--- src/rtl/evt_timer_pkg.sv ---
package evt_timer_pkg;

    localparam int unsigned TMR_W = 16;

    typedef enum logic [1:0] {
        SRC_STOP  = 2'b00,
        SRC_TIMER = 2'b01,
        SRC_EVENT = 2'b10,
        SRC_GATED = 2'b11
    } src_e;

    typedef enum logic [1:0] {
        RLD_NONE = 2'b00,
        RLD_WRAP = 2'b10,
        RLD_EDGE = 2'b11
    } rld_e;

    typedef struct packed {
        logic lvl;
        logic fall;
    } pin_obs_t;

    function automatic rld_e rld_decode(input logic [1:0] sel);
        if (!sel[1])
            return RLD_NONE;
        return sel[0] ? RLD_EDGE : RLD_WRAP;
    endfunction

    function automatic logic src_step(input src_e src, input pin_obs_t obs);
        case (src)
            SRC_TIMER: return 1'b1;
            SRC_EVENT: return obs.fall;
            SRC_GATED: return obs.lvl;
            default:   return 1'b0;
        endcase
    endfunction

endpackage

--- src/rtl/tmr_pin_sampler.sv ---
module tmr_pin_sampler
    import evt_timer_pkg::*;
(
    input  logic     clk,
    input  logic     rst,
    input  logic     tick,
    input  logic     pin,
    output pin_obs_t obs
);
    logic smp_now;
    logic smp_old;

    always_ff @(posedge clk) begin
        if (rst) begin
            smp_now <= 1'b0;
            smp_old <= 1'b0;
        end else if (tick) begin
            smp_now <= pin;
            smp_old <= smp_now;
        end
    end

    always_comb begin
        obs.lvl  = smp_now;
        obs.fall = smp_old & ~smp_now;
    end
endmodule

--- src/rtl/tmr_count_core.sv ---
module tmr_count_core
    import evt_timer_pkg::*;
#(
    parameter int unsigned W = TMR_W
)(
    input  logic         clk,
    input  logic         rst,
    input  logic         tick,
    input  src_e         src,
    input  rld_e         rld,
    input  pin_obs_t     cnt_obs,
    input  pin_obs_t     trg_obs,
    input  logic         ext_en,
    input  logic         rld_wr,
    input  logic [W-1:0] rld_wdata,
    output logic [W-1:0] cnt_q,
    output logic [W-1:0] rld_q,
    output logic         wrap_evt,
    output logic         edge_evt
);
    localparam logic [W-1:0] ALL_ONES = {W{1'b1}};

    logic step;
    logic wrap;
    logic edge_ld;
    logic take_rld;

    always_comb begin
        step     = src_step(src, cnt_obs);
        wrap     = step && (cnt_q == ALL_ONES);
        edge_ld  = (rld == RLD_EDGE) && trg_obs.fall;
        take_rld = edge_ld || (wrap && rld == RLD_WRAP);
        wrap_evt = tick && wrap;
        edge_evt = tick && edge_ld && ext_en;
    end

    always_ff @(posedge clk) begin
        if (rst)
            rld_q <= '0;
        else if (rld_wr)
            rld_q <= rld_wdata;
    end

    always_ff @(posedge clk) begin
        if (rst)
            cnt_q <= '0;
        else if (tick) begin
            if (take_rld)
                cnt_q <= rld_q;
            else if (step)
                cnt_q <= cnt_q + 1'b1;
        end
    end
endmodule

--- src/rtl/tmr_req_flags.sv ---
module tmr_req_flags #(
    parameter int unsigned N = 2
)(
    input  logic         clk,
    input  logic         rst,
    input  logic [N-1:0] set_i,
    input  logic [N-1:0] clr_i,
    input  logic         en,
    output logic [N-1:0] flag_q,
    output logic         req
);
    for (genvar g = 0; g < N; g++) begin : g_flag
        always_ff @(posedge clk) begin
            if (rst)
                flag_q[g] <= 1'b0;
            else if (set_i[g])
                flag_q[g] <= 1'b1;
            else if (clr_i[g])
                flag_q[g] <= 1'b0;
        end
    end

    assign req = en && (|flag_q);
endmodule

--- src/rtl/evt_timer16.sv ---
module evt_timer16
    import evt_timer_pkg::*;
(
    input  logic        clk,
    input  logic        rst,
    input  logic        mc_tick,
    input  logic        cnt_pin,
    input  logic        rld_pin,
    input  logic [1:0]  src_sel,
    input  logic [1:0]  rld_sel,
    input  logic        ext_en,
    input  logic        irq_en,
    input  logic        rld_wr,
    input  logic [15:0] rld_wdata,
    input  logic        ovf_clr,
    input  logic        ext_clr,
    output logic [15:0] count,
    output logic        ovf_flag,
    output logic        ext_flag,
    output logic        irq
);
    localparam int unsigned NFLAG = 2;

    pin_obs_t         cnt_obs;
    pin_obs_t         trg_obs;
    logic [15:0]      rld_q;
    logic             wrap_evt;
    logic             edge_evt;
    logic [NFLAG-1:0] flags;

    tmr_pin_sampler u_cnt_smp (
        .clk(clk), .rst(rst), .tick(mc_tick), .pin(cnt_pin), .obs(cnt_obs)
    );

    tmr_pin_sampler u_trg_smp (
        .clk(clk), .rst(rst), .tick(mc_tick), .pin(rld_pin), .obs(trg_obs)
    );

    tmr_count_core #(.W(16)) u_core (
        .clk      (clk),
        .rst      (rst),
        .tick     (mc_tick),
        .src      (src_e'(src_sel)),
        .rld      (rld_decode(rld_sel)),
        .cnt_obs  (cnt_obs),
        .trg_obs  (trg_obs),
        .ext_en   (ext_en),
        .rld_wr   (rld_wr),
        .rld_wdata(rld_wdata),
        .cnt_q    (count),
        .rld_q    (rld_q),
        .wrap_evt (wrap_evt),
        .edge_evt (edge_evt)
    );

    tmr_req_flags #(.N(NFLAG)) u_flags (
        .clk   (clk),
        .rst   (rst),
        .set_i ({edge_evt, wrap_evt}),
        .clr_i ({ext_clr, ovf_clr}),
        .en    (irq_en),
        .flag_q(flags),
        .req   (irq)
    );

    assign ovf_flag = flags[0];
    assign ext_flag = flags[1];
endmodule

--- config.mk ---
export PLATFORM = sky130hd
export DESIGN_NAME = evt_timer16
export DESIGN_NICKNAME = d
export VERILOG_FILES = /design/src/rtl/evt_timer_pkg.sv /design/src/rtl/tmr_pin_sampler.sv /design/src/rtl/tmr_count_core.sv /design/src/rtl/tmr_req_flags.sv /design/src/rtl/evt_timer16.sv
export SDC_FILE = /design/constraint.sdc
export NUM_CORES = 1
export LEC_CHECK = 0
export ABC_AREA = 0
export BUFFER_PORTS_ARGS = -buffer_cell sky130_fd_sc_hd__buf_4
export CORE_ASPECT_RATIO = 0.7
export CORE_MARGIN = 2
export CORE_UTILIZATION = 56
export DETAILED_ROUTE_END_ITERATION = 8
export HOLD_SLACK_MARGIN = 0.15
export PLACE_DENSITY = 0.9
export SLEW_MARGIN = 20
export SYNTH_ARGS = -nofsm -noshare
export SYNTH_HDL_FRONTEND = slang
export SYNTH_SLANG_ARGS = --single-unit
--- constraint.sdc ---
create_clock -name clk -period 4.22 [get_ports clk]
set_input_delay 0.422 -clock clk [delete_from_list [all_inputs] [get_ports clk]]
set_output_delay 0.422 -clock clk [all_outputs]
set_load 0.01 [all_outputs]
==> impl_metrics.tcl <==
set metrics [dict create \
    finClkSkew_ns 0.00540 \
    power.leakage_uw 0.00105 \
    period_share_pct 60.6 \
    firstDrtPassIters 5 \
    port_buffers 48 \
    wl_per_cell_um 16.0 \
    area_growth_syn_to_layout_pct 22.7 \
    synth_top_family_by_area "simple AND/OR/NAND/NOR gates" \
    core_sq_um 3510 \
    gr-usage-met1_pct 34.4 \
    cts_buffer_depth 2 \
    avgSynthCellArea_sq_um 8.48 \
    synth.area.top_cells "dfxtp_1 (37%), mux2i_1 (11%), nor2_1 (6.8%)" \
    fp-row-count 18 \
    tightest_slew_ns 0.734 \
    synth_top_area_share_pct 37.4 \
    synthXorXnorAreaFrac_pct 0 \
    fin_crit_ns 2.56 \
    cts_tree "done" \
    end_kind "flop" \
    synth-adder-area-share_pct 0.615 \
    p_per_area_nw_per_um2 289 \
    fillers 308 \
    syn-instance-count 240 \
    utilization_pct 71.1 \
    synth_seq_area_share_pct 37.4 \
    synth_compound_area_share_pct 19.4 \
    maxCapViolations 0 \
    fp.dieH_um 54.4 \
    n_antenna_cell 0 \
    die_w_um 76.1 \
    status "complete, no violations" \
    p_int_uw 542 \
    setup_viol_count_final 0 \
    grt_pass1_wl_mm 8.49 \
    cp_max_fo 9 \
    fmax_ghz 0.391 \
    r2r_slack_ns 1.66 \
    holdWs_ns 0.364 \
    p_sw_uw 180 \
    start_util_pct 57.9 \
    peakVddDrop_mv 0.181 \
    maxSlewViolCount 0 \
    synth-main-ff-cell "dfxtp_1" \
    synth_nets 271 \
    cts-root-buf "clkbuf_8" \
    hold_violations 0 \
    clock_sinks 38 \
    muxShareOfSynthArea_pct 11.3 \
    combPwrFrac_pct 11.3 \
    grt_usage_pct 26.2 \
    synth_cell_types 50 \
    place.gp.congestion 0.964 \
    antenna_found_initial 0 \
    fp.dieArea_sq_um 4140 \
    grt-ovfl-total 0 \
    first_global_vias 1832 \
    drc 0 \
    worstPathArrival_ns 2.73 \
    path_class "flop to flop" \
    crit_required_ns 4.39 \
    async_flop_share_pct 0 \
    nets 312 \
    cp-start-kind "flop" \
    yosysTopAreaCell "dfxtp_1" \
    critPathLaunch "u_core.cnt_q[0]" \
    sw_frac_of_total_pct 24.9 \
    layout-drive-gt1-share_pct 22.0 \
    clk_latency_ns 0.29 \
    grt_max_degree 41 \
    dpl.hpwl_mm 3.63 \
    cts_resized 0 \
    vias_per_cell 6.16 \
    fin_setup_tns_ns 0 \
    cts_hold_buf 0 \
    detail_route.iter0.violations 166 \
    vias 2046 \
    synth_area_sq_um 2040 \
    p_clk_share_pct 35.9 \
    crit_end "u_core.cnt_q[13]" \
    gr-usage-met3_pct 8.25 \
    worst_r2r_startpoint "u_core.cnt_q[0]" \
    ys_ff_latch 38 \
    r2r-end "u_core.cnt_q[13]" \
    numCtsBuffers 5 \
    regArea_sq_um 761 \
    clkTransAtPathRegs_ns 0.08 \
    synth_edf_count 0 \
    rsz0062_at_grt "false" \
    hold_class "primary input to flop" \
    worst-r2r-cell-count 6 \
    grt.busiest_layer "met2" \
    wl_mm 5.31 \
    use_met2_pct 42.0 \
    relSlewSlack_pct 51.0 \
    ant_nets 0 \
    htree_levels 2 \
    io_pins 49 \
    pwr-share-seq_pct 52.7 \
    cts_setup_buffers 0 \
    synth_warnings 0 \
    multi_input_area_sq_um 1180 \
    synthSimpleGateAreaFrac_pct 26.9 \
]
final cells by class:
class                   instances  share of cell area, %
inverters                       8                   1.20
clock buffers                   7                   3.46
well taps                      50                   2.51
clock inverters                 1                  0.200
repair buffers                 49                   14.7
flip-flops and latches         38                   30.5
multi-input cells             179                   47.4
layout by cell type, fill, tap and decap left out, types with 3 or more instances in the layout:
cell type | Yosys | layout
nor2b_1 | 5 | 5
nand4_1 | 10 | 10
and4_1 | 4 | 4
a32oi_1 | 6 | 6
buf_4 | 0 | 49
clkbuf_8 | 0 | 6
nand2_1 | 11 | 11
mux2i_1 | 23 | 23
a211oi_1 | 3 | 3
a311oi_1 | 3 | 3
a41oi_1 | 3 | 3
o211ai_1 | 3 | 3
dfxtp_1 | 38 | 38
o21ai_0 | 5 | 5
a21oi_1 | 13 | 13
nand3_1 | 8 | 8
nor2_1 | 37 | 37
inv_1 | 7 | 7
nor3_1 | 9 | 9
o31ai_1 | 4 | 4
cells by family (layout without fill, tap and decap cells):
family | count (synthesis) | count (layout)
AO/OA/AOI/OAI | 54 | 54
adder cells (fa/ha/maj) | 1 | 1
buffers and inverters | 23 | 65
flip-flops | 38 | 38
multiplexers | 23 | 23
AND/OR/NAND/NOR | 101 | 101
power by group through the flow:
stage	clock network, uW	registers [uW]	logic (uW)
6_report	259	381	81.9
5_1_grt	277	382	88.9
4_1_cts	263	381	81.2
3_5_place_dp	0	389	80.6
3_3_place_gp	0	389	79.4
2_1_floorplan	0	387	46.1
cell usage after synthesis (2+ instances only):
cell       n
mux2i_1   23
nor2_1    37
a32oi_1    6
and4_1     4
and3_1     2
nor3_1     9
nor2b_1    5
nand2_1   11
o22ai_1    2
a41oi_1    3
buf_1      4
nand4b_1   2
buf_2      3
a211oi_1   3
or4_1      2
o21ai_0    5
inv_1      7
o211ai_1   3
a311oi_1   3
clkbuf_1   8
a21oi_1   13
nand4_1   10
nand3_1    8
dfxtp_1   38
o31ai_1    4
state kept, by name, indices dropped and copies added (netlist names):
| signal | count |
|---|---|
| u_cnt_smp.smp_now | 1 |
| u_trg_smp.smp_old | 1 |
| u_core.cnt_q | 16 |
| u_trg_smp.smp_now | 1 |
| u_core.rld_q | 16 |
| u_flags.flag_q | 2 |
| u_cnt_smp.smp_old | 1 |
worst min path at each step:
| stage | to | start | cells after the start |
|---|---|---|---|
| 6_report | u_core.rld_q[2] | rld_wdata[2] | 3 |
| 5_1_grt | u_core.rld_q[10] | rld_wdata[10] | 3 |
| 4_1_cts | u_core.rld_q[2] | rld_wdata[2] | 3 |
| 3_5_place_dp | u_core.cnt_q[1] | u_core.rld_q[1] | 2 |
| 3_3_place_gp | u_core.rld_q[3] | u_core.rld_q[3] | 2 |
| 2_1_floorplan | u_cnt_smp.smp_old | u_cnt_smp.smp_old | 2 |
metrics by stage:
step | power, uW | instances | instance area [sq um] | setup WS [ns]
6_report | 722 | 332 | 2500 | 1.66
5_1_grt | 748 | 332 | 2500 | 1.58
4_1_cts | 726 | 332 | 2500 | 1.72
3_5_place_dp | 470 | 324 | 2410 | 1.69
3_3_place_gp | 468 | 324 | 2410 | 1.78
2_1_floorplan | 433 | 240 | 2040 | 2.02
worst max-delay path: stages, from the launching register on:
cell and delay [ns]:
dfxtp_1 0.45, ha_1 0.25, nand3_1 0.23, nor4_4 0.52, a31oi_2 0.38, mux2i_1 0.20, a2111oi_0 0.41
per-layer routing:
metal / share of wire (%) / vias up
li1: - / 992
met5: 0 / -
met4: 0.79 / 0
met3: 10 / 6
met2: 43 / 127
met1: 46 / 921
Power figures use the tool's default switching activity.
